[src/rtl/cpa_pkg.sv]
// Package: shared types and the opcode length rule for the packet assembler.
// Assumes the opcode is a full byte; the rule returns extra words after the header.
package cpa_pkg;

    localparam int OP_W = 8;

    // Extra words following a header, computed from opcode groups of four.
    function automatic logic [3:0] extra_words(input logic [OP_W-1:0] op);
        logic [3:0] n;
        n = 4'd0;
        case (op[7:5])
            3'b000: n = (op == 8'h02) ? 4'd2 : 4'd0;
            3'b001: begin
                case (op[4:2])
                    3'd0: n = 4'd3;
                    3'd1: n = 4'd6;
                    3'd2: n = 4'd4;
                    3'd3: n = 4'd8;
                    3'd4: n = 4'd5;
                    3'd5: n = 4'd8;
                    3'd6: n = 4'd7;
                    default: n = 4'd11;
                endcase
            end
            3'b010: begin
                case (op[4:2])
                    3'd0: n = 4'd2;
                    3'd1, 3'd5: n = 4'd0;
                    3'd2, 3'd3, 3'd4: n = 4'd3;
                    default: n = 4'd4;
                endcase
            end
            3'b011: begin
                case (op[4:2])
                    3'd0: n = 4'd2;
                    3'd1: n = 4'd3;
                    3'd2, 3'd4, 3'd6: n = 4'd1;
                    default: n = 4'd2;
                endcase
            end
            3'b100: n = (op == 8'h80) ? 4'd3 : 4'd0;
            3'b101: n = (op == 8'hA0) ? 4'd2 : 4'd0;
            3'b110: n = (op == 8'hC0) ? 4'd2 : 4'd0;
            default: n = 4'd0;
        endcase
        return n;
    endfunction

endpackage

[src/rtl/cpa_len_lut.sv]
// Module: opcode-to-length table. Builds one constant entry per opcode with a
// generate loop and returns the extra-word count for the presented opcode.
// Assumes LEN_W is wide enough for the largest entry (11).
module cpa_len_lut
    import cpa_pkg::*;
#(
    parameter int LEN_W = 4
) (
    input  logic [OP_W-1:0]  op,
    output logic [LEN_W-1:0] extra
);
    localparam int ENTRIES = 1 << OP_W;

    logic [LEN_W-1:0] table_q [ENTRIES];

    for (genvar g = 0; g < ENTRIES; g++) begin : g_entry
        // One constant entry per opcode value.
        assign table_q[g] = LEN_W'(extra_words(OP_W'(g)));
    end

    // Index the table by the header opcode.
    assign extra = table_q[op];

endmodule

[src/rtl/cpa_word_buffer.sv]
// Module: packet word store. One register per packet slot, written by index,
// presented flat as the packet bus. Assumes wr_idx < MAX_WORDS when wr_en.
module cpa_word_buffer #(
    parameter int DATA_W    = 32,
    parameter int MAX_WORDS = 12,
    parameter int IDX_W     = 4
) (
    input  logic                        clk,
    input  logic                        rst_n,
    input  logic                        wr_en,
    input  logic [IDX_W-1:0]            wr_idx,
    input  logic [DATA_W-1:0]           wr_data,
    output logic [MAX_WORDS*DATA_W-1:0] words
);
    logic [DATA_W-1:0] slot_q [MAX_WORDS];

    for (genvar g = 0; g < MAX_WORDS; g++) begin : g_slot
        // Capture the incoming word into its slot.
        always_ff @(posedge clk) begin
            if (!rst_n)
                slot_q[g] <= '0;
            else if (wr_en && (wr_idx == IDX_W'(g)))
                slot_q[g] <= wr_data;
        end
        assign words[g*DATA_W +: DATA_W] = slot_q[g];
    end

endmodule

[src/rtl/cpa_parser_ctrl.sv]
// Module: packet sequencer. Tracks words still owed to the current packet,
// picks the write slot, raises the dispatch flag and stalls the input while a
// dispatch is refused. Assumes hdr_extra reflects the word currently offered.
module cpa_parser_ctrl #(
    parameter int MAX_WORDS = 12,
    parameter int LEN_W     = 4,
    parameter int IDX_W     = 4
) (
    input  logic             clk,
    input  logic             rst_n,
    input  logic             in_valid,
    input  logic             img_active,
    input  logic             abort,
    input  logic [LEN_W-1:0] hdr_extra,
    input  logic             pkt_ready,
    output logic             par_ready,
    output logic             wr_en,
    output logic [IDX_W-1:0] wr_idx,
    output logic             pkt_valid,
    output logic [LEN_W-1:0] pkt_len
);
    logic [LEN_W-1:0] rem_q;
    logic [IDX_W-1:0] idx_q;
    logic             vld_q;
    logic [LEN_W-1:0] len_q;
    logic             accept;
    logic             at_header;

    // Parser may take a word when no abort and no refused dispatch.
    assign par_ready = !abort && (!vld_q || pkt_ready);
    assign accept    = in_valid && par_ready && !img_active;
    assign at_header = (rem_q == '0);
    assign wr_en     = accept;
    assign wr_idx    = at_header ? '0 : idx_q;
    assign pkt_valid = vld_q;
    assign pkt_len   = len_q;

    // Count remaining words, advance slot index, raise and retire dispatch.
    always_ff @(posedge clk) begin
        if (!rst_n) begin
            rem_q <= '0;
            idx_q <= '0;
            vld_q <= 1'b0;
            len_q <= '0;
        end else begin
            if (vld_q && pkt_ready)
                vld_q <= 1'b0;
            if (abort && !img_active) begin
                rem_q <= '0;
                idx_q <= '0;
            end else if (accept) begin
                if (at_header) begin
                    if (hdr_extra == '0) begin
                        vld_q <= 1'b1;
                        len_q <= LEN_W'(1);
                        idx_q <= '0;
                    end else begin
                        rem_q <= hdr_extra;
                        idx_q <= IDX_W'(1);
                    end
                end else begin
                    rem_q <= rem_q - LEN_W'(1);
                    if (rem_q == LEN_W'(1)) begin
                        vld_q <= 1'b1;
                        len_q <= LEN_W'(idx_q) + LEN_W'(1);
                        idx_q <= '0;
                    end else begin
                        idx_q <= idx_q + IDX_W'(1);
                    end
                end
            end
        end
    end

    AST_STALL_BLOCKS_INPUT: assert property (@(posedge clk) disable iff (!rst_n)
        (vld_q && !pkt_ready) |-> !accept);
    AST_STALL_HOLDS_LEN: assert property (@(posedge clk) disable iff (!rst_n)
        (vld_q && !pkt_ready) |=> (vld_q && $stable(len_q)));
    AST_ABORT_CLEARS: assert property (@(posedge clk) disable iff (!rst_n)
        (abort && !img_active) |=> (rem_q == '0));
    AST_BYPASS_KEEPS_STATE: assert property (@(posedge clk) disable iff (!rst_n)
        img_active |=> ($stable(rem_q) && $stable(idx_q)));
    AST_LEN_RANGE: assert property (@(posedge clk) disable iff (!rst_n)
        vld_q |-> (len_q >= LEN_W'(1) && len_q <= LEN_W'(MAX_WORDS)));
    AST_NO_OVERFLOW: assert property (@(posedge clk) disable iff (!rst_n)
        (accept && at_header) |-> (hdr_extra < LEN_W'(MAX_WORDS)));

endmodule

[src/rtl/cmd_packet_assembler.sv]
// Module: command packet assembler top. Routes words to the pixel port during
// an image load, otherwise builds opcode-sized packets and offers them on the
// dispatch port. Assumes the image-load flag changes only between words.
module cmd_packet_assembler
    import cpa_pkg::*;
#(
    parameter int DATA_W    = 32,
    parameter int MAX_WORDS = 12
) (
    input  logic                        clk,
    input  logic                        rst_n,
    input  logic                        in_valid,
    input  logic [DATA_W-1:0]           in_data,
    output logic                        in_ready,
    input  logic                        img_active,
    input  logic                        abort,
    output logic                        pix_valid,
    output logic [DATA_W-1:0]           pix_data,
    input  logic                        pix_ready,
    output logic                        pkt_valid,
    input  logic                        pkt_ready,
    output logic [$clog2(MAX_WORDS+1)-1:0] pkt_len,
    output logic [MAX_WORDS*DATA_W-1:0] pkt_words
);
    localparam int LEN_W = $clog2(MAX_WORDS + 1);
    localparam int IDX_W = $clog2(MAX_WORDS);

    logic [LEN_W-1:0] hdr_extra;
    logic             par_ready;
    logic             wr_en;
    logic [IDX_W-1:0] wr_idx;

    // Steer the handshake to the pixel sink or the parser.
    assign in_ready  = img_active ? pix_ready : par_ready;
    assign pix_valid = img_active && in_valid;
    assign pix_data  = in_data;

    cpa_len_lut #(.LEN_W(LEN_W)) u_lut (
        .op    (in_data[DATA_W-1 -: OP_W]),
        .extra (hdr_extra)
    );

    cpa_parser_ctrl #(.MAX_WORDS(MAX_WORDS), .LEN_W(LEN_W), .IDX_W(IDX_W)) u_ctrl (
        .clk        (clk),
        .rst_n      (rst_n),
        .in_valid   (in_valid),
        .img_active (img_active),
        .abort      (abort),
        .hdr_extra  (hdr_extra),
        .pkt_ready  (pkt_ready),
        .par_ready  (par_ready),
        .wr_en      (wr_en),
        .wr_idx     (wr_idx),
        .pkt_valid  (pkt_valid),
        .pkt_len    (pkt_len)
    );

    cpa_word_buffer #(.DATA_W(DATA_W), .MAX_WORDS(MAX_WORDS), .IDX_W(IDX_W)) u_buf (
        .clk     (clk),
        .rst_n   (rst_n),
        .wr_en   (wr_en),
        .wr_idx  (wr_idx),
        .wr_data (in_data),
        .words   (pkt_words)
    );

    AST_PKT_WORDS_HOLD: assert property (@(posedge clk) disable iff (!rst_n)
        (pkt_valid && !pkt_ready) |=> $stable(pkt_words));
    AST_PIX_NO_PARSE: assert property (@(posedge clk) disable iff (!rst_n)
        (img_active && in_valid && pix_ready) |-> in_ready);
    AST_ABORT_STALLS: assert property (@(posedge clk) disable iff (!rst_n)
        (abort && !img_active) |-> !in_ready);

endmodule

[config.mk]
export PLATFORM = sky130hd
export DESIGN_NAME = cmd_packet_assembler
export DESIGN_NICKNAME = d
export VERILOG_FILES = /design/src/rtl/cpa_pkg.sv /design/src/rtl/cpa_len_lut.sv /design/src/rtl/cpa_word_buffer.sv /design/src/rtl/cpa_parser_ctrl.sv /design/src/rtl/cmd_packet_assembler.sv
export SDC_FILE = /design/constraint.sdc
export NUM_CORES = 1
export LEC_CHECK = 0
export ABC_AREA = 1
export BUFFER_PORTS_ARGS = -buffer_cell sky130_fd_sc_hd__buf_4
export CAP_MARGIN = 15
export CORE_ASPECT_RATIO = 1.1
export CORE_MARGIN = 4
export CORE_UTILIZATION = 35
export CTS_BUF_LIST = sky130_fd_sc_hd__clkbuf_8
export DETAILED_ROUTE_END_ITERATION = 8
export GPL_ROUTABILITY_DRIVEN = 0
export PLACE_DENSITY = 0.55
export SLEW_MARGIN = 20
export SYNTH_ARGS = -nofsm -noshare
export SYNTH_HDL_FRONTEND = slang
export SYNTH_HIERARCHICAL = 1
export SYNTH_SLANG_ARGS = --single-unit
export TNS_END_PERCENT = 30
[constraint.sdc]
create_clock -name clk -period 3.5 [get_ports clk]
set_input_delay 0.175 -clock clk [delete_from_list [all_inputs] [get_ports clk]]
set_output_delay 0.175 -clock clk [all_outputs]
set_load 0.03 [all_outputs]
== Yosys cells after proc, flatten, opt, wreduce, memory -nomap -nowiden ==
Memory sizes are Yosys's and may differ from the RTL's.
Cells that the tools add are included.
Word-level totals
  register bits after elaboration: 13
  bits in writable memories: 384
  bits in read-only memories: 1024
  word-level logic and storage cells: 134
  memories kept: 2
Memories
  (name not given): words 256, width 4, read ports 1, clocked after memory_dff 0, wr ports 0, RTL line cpa_len_lut.sv:22  | assign extra = table_q[op];
  u_buf.slot_q: words 12, width 32, read ports 12, clocked after memory_dff 0, wr ports 12, RTL line cpa_word_buffer.sv:15  | logic [DATA_W-1:0] slot_q [MAX_WORDS];
Cells by class
  $add $sub $neg: 2
  order comparisons: 1
  equal/unequal tests: 14
  muxes and demuxes: 67
  bitwise gates (word level): 15
  reductions and logical operators: 29
Operator list (number)
  2-to-1 mux 32 bit: 12
  2-to-1 mux 1 bit: 45
  2-to-1 mux 4 bit: 10
  logical AND 1 bit: 18
  == test 4 x 3 -> 1 bit, second input constant: 4
  == test 4 bit, second input constant: 4
  zero test 4 bit: 3
  bitwise OR 1 bit: 12
  greater-or-equal comparator 9 bit, second input constant: 1
  NOT 8 -> 9 bit: 1
  == test 4 x 1 -> 1 bit, second input constant: 2
  == test 4 x 2 -> 1 bit, second input constant: 2
  adder 4 x 1 -> 4 bit, second input constant: 1
  != test 2 bit, second input constant: 2
  AND reduction 4 bit: 1
  subtractor 4 x 1 -> 4 bit, second input constant: 1
  zero test 1 bit: 3
  NOT 1 bit: 2
  AND reduction 2 bit: 1
  nonzero test 2 bit: 1
  OR reduction 2 bit: 1
  logical OR 1 bit: 1

== Longest topological paths before layout ==
  depth in word-level cells: 10
  mapped depth: 17
  mapped depth without buffers: 17

== Modules after synthesis ==
Netlist, hierarchy kept.
By module, submodules not included
  cpa_word_buffer: times used 1, cells an instance 921, area each 13601.8 um^2, sequential area each 11531.1 um^2
  cpa_parser_ctrl: times used 1, cells an instance 130, area each 835.8 um^2, sequential area each 260.2 um^2
  cmd_packet_assembler: times used 1, cells an instance 38, area each 262.8 um^2, sequential area each 0.0 um^2
  cpa_len_lut: times used 1, cells an instance 46, area each 241.5 um^2, sequential area each 0.0 um^2

== Worst setup path after synthesis ==
OpenSTA, ideal clock, no wires.
  path type: register -> register
  start: register u_ctrl.rem_q[0]
  end: memory u_buf.slot_q[0][0], enable pin
  arrival time: 2113 ps
  required time: 3111 ps
  slack: 998 ps
  cell stages (with the launch flop): 9
  path buffers: 0
  cells stage by stage: dfxtp_1 > inv_1 > ha_1 > nand2_2 > nor2_4 > nor2_1 > nor3_1 > nand2_1 > nand2_1
RTL lines
  start, declared: RTL line cpa_parser_ctrl.sv:22  | logic [LEN_W-1:0] rem_q;
  start signal, assigned: RTL line cpa_parser_ctrl.sv:58  | rem_q <= hdr_extra;
  start signal, assigned: RTL line cpa_parser_ctrl.sv:62  | rem_q <= rem_q - LEN_W'(1);
  end, declared: RTL line cpa_word_buffer.sv:15

==> metrics.md <==
| Metric | Value |
|---|---|
| Status | completed |
| Area delta synth->final | 34.66% |
| Slowest stage cell, crit path | nand3_2 |
| Power per cell area | 507.0 mW/mm2 |
| Initial antenna violation count | 1 |
| CTS resizes | 0 |
| ANT nets after route | 0 |
| Max-slew violations | 0 |
| Worst r2r path cells | 9 |
| Final #Nets | 1637 |
| Pwr Total | 10.20 mW |
| Final setup fails | 0 |
| Met2 Wirelength | about 25 mm |
| Largest fanout on the critical path | 32 |
| DRC violations left | 0 |
| Yosys top cell by area | edfxtp_1 |
| Setup TNS Final | 0 ns |
| CP Launch Type | flip-flop |
| Tmin final | 2.794 ns |
| YS warnings | 6 |
| Wirelength per Cell | between 20 and 25 um |
| Die Y | ~220 um |
| # diodes | 0 |
| Distinct cells, synth | 28 |
| Via count of the first global-routing pass | a little over 10000 |
| Pre-antenna DRT Iters | 5 |
| Max-cap violations | 0 |
| Levels on crit path | 9 |
| Clk_skew | 0.02936 ns |
| CTS root buffer | clkbuf_8 |
| Register area share after synthesis | 78.91% |
| Leakage | 8.805 nW |
| First-pass GRT wire length | 70.98 mm |
| DP Area | 0.01896 mm2 |
| Fin Hold WS | around 0.12 ns |
| F_max | 357.9 MHz |
| Final Cell Area | 0.02012 mm2 |
| Via count | about 10000 |
| CP bufs+invs | 1 |
| Longest Clk Path Bufs | 3 |
| CP cell instances | inv_1, ha_1, nand2_2, nor2_4, nor2_1, nand2_1, nor2_4, nand3_2, nor2_1 |
| Final core utilization | 47.67% |
| RSZ-0062 raised after global routing | false |
| Worst stage delay on the critical path | 0.68 ns |
| Num CTS Buffers | 66 |
| DP Wirelength | between 30 and 40 mm |
| Share of layout cells above drive strength 1 | between 30% and 40% |
| Hold path depth | 3 |
| Slew HR | 42.23% |
| Wire length on met1 | about 20 mm |
| Die area | 0.04606 mm2 |
| Setup ws final | 0.7060 ns |
| I/O pin cnt | roughly 460 |
| Fin crit share | between 70% and 80% |
| Avg Synthesized Cell Area | roughly 13 um2 |
| GRT overflow | 0 |
| #FFs+latches synth | slightly below 400 |
| Total met3 wirelength after detailed routing | 4.238 mm |
| Setup WS pre-CTS | 0.7526 ns |
| Routed WL | between 50 and 60 mm |
| Largest net degree at the start of global routing | 33 |
| Total Routing Usage GR | 21.32% |
| I/O Buffers | 461 |
| Row count | 79 |
| Clock-pin slew on the worst setup and hold paths | 0.06 ns |
| Synth area leaders | edfxtp_1 77%, nor2_1 10%, nand2_1 2.1% |
| CTS tree | built |
| Clk Latency, worst-skew pair | 0.62 ns |
| Initial Util | 35.40% |
| Post-synth top area share | 77.17% |
| Core area | 0.04221 mm2 |
| Post-placement cell count | roughly 2100 |
| Mapped Nets | 1181 |
| CP arrival | approximately 3.2 ns |
| Peak VDD IR | 0.3010 mV |
| Fin. Hold Viols | 0 |
| Highest metal used | met4 |
| Htree depth | 3 |
| Crit end category | flip-flop |
| Critical Path RT | 3.92 ns |
| Overall die width | 205 um |
| Worst-margin pin slew | 0.8656 ns |
| Worst Hold Class | in -> reg |
| Cell family with most CP delay | simple AND/OR/NAND/NOR gates |
| Synthesized instance count | 1135 |
| Vias per inst | 4.703 |
| Cell area after synthesis | 0.01494 mm2 |
| Fin cells | around 2200 |
| Initial drt markers | 747 |
| Clk sinks | ~400 |
| Critical path class | reg -> reg |
## power breakdown
group	switching, mW	internal [mW]
Clock	1.78	1.89
Sequential	0.0608	5.36
Combinational	0.795	0.310
Total	2.64	7.56
## worst min-delay path: stages
cell    delay, ns
buf_4        0.09
inv_1        0.19
nor2_1       0.15
## registers in the layout, summed over array words and instances (netlist names)
register / flops
u_buf/slot_q: 384
u_ctrl/pkt_valid: 1
u_ctrl/idx_q: 4
u_ctrl/rem_q: 4
u_ctrl/pkt_len: 4
## area by class of cell
type / count / area (um2)
Fill cell: 3799 / 22090
Sequential cell: 397 / 11790
Timing Repair Buffer: 490 / 3801
Multi-Input combinational cell: 567 / 2435
Clock buffer: 70 / 963.4
Tap cell: 567 / 709.4
Inverter: 69 / 259.0
Clock inverter: 33 / 161.4
## cell usage after synthesis, drive strengths merged
cell    number
nor2       421
edfxtp     384
nand2       86
inv         69
buf         52
clkbuf      50
nand3       20
dfxtp       13
nand4       10
o21ai        9
a21oi        8
ha           7
a211oi       1
nor3         1
nor3b        1
nor4         1
o211ai       1
xnor2        1
## kinds of logic (layout without fill, tap and decap cells)
group / count (synthesis) / after routing / share of synthesized area (%)
xor+xnor: 1 / 1 / 0.05863
flops: 397 / 397 / 78.91
simple gates: 540 / 540 / 14.51
buf+inv: 171 / 662 / 5.259
fa+ha+maj: 7 / 7 / 0.5861
compound gates: 19 / 19 / 0.6699
## what timing repair did
| item | in CTS | in global routing |
|---|---|---|
| setup buffers | 0 | 0 |
| endpoints found under the hold margin | 12 | 0 |
| setup endpoints to repair | 0 | 0 |
| hold buffers | 4 | 0 |
## routing by layer
metal	track usage, %	vias to the layer above
li1	-	4650
met1	26.79	5130
met2	35.56	471
met3	5.926	63
met4	7.586	0
met5	0	-
## path summary, 6_finish.rpt
check | from | endpoint | slack (ns)
worst max-delay path | u_ctrl/rem_q[0] | u_buf/slot_q[1][126] | 0.71
worst min-delay path | in_data[0] | u_buf/slot_q[1][32] | 0.12
worst min register to register | u_ctrl/rem_q[1] | u_ctrl/rem_q[1] | 0.51
worst max register to register | u_ctrl/rem_q[0] | u_buf/slot_q[1][126] | 0.71
## cell usage in the layout (no fill, tap or decap), types with 10 or more instances in the layout
cell type,n
nor2_1,414
nand2_1,70
inv_1,87
nand2_2,15
edfxtp_1,384
buf_4,477
clkbuf_8,70
nand4_1,10
nand3_1,11
dfxtp_1,13
(Power assumes the default switching activity.)
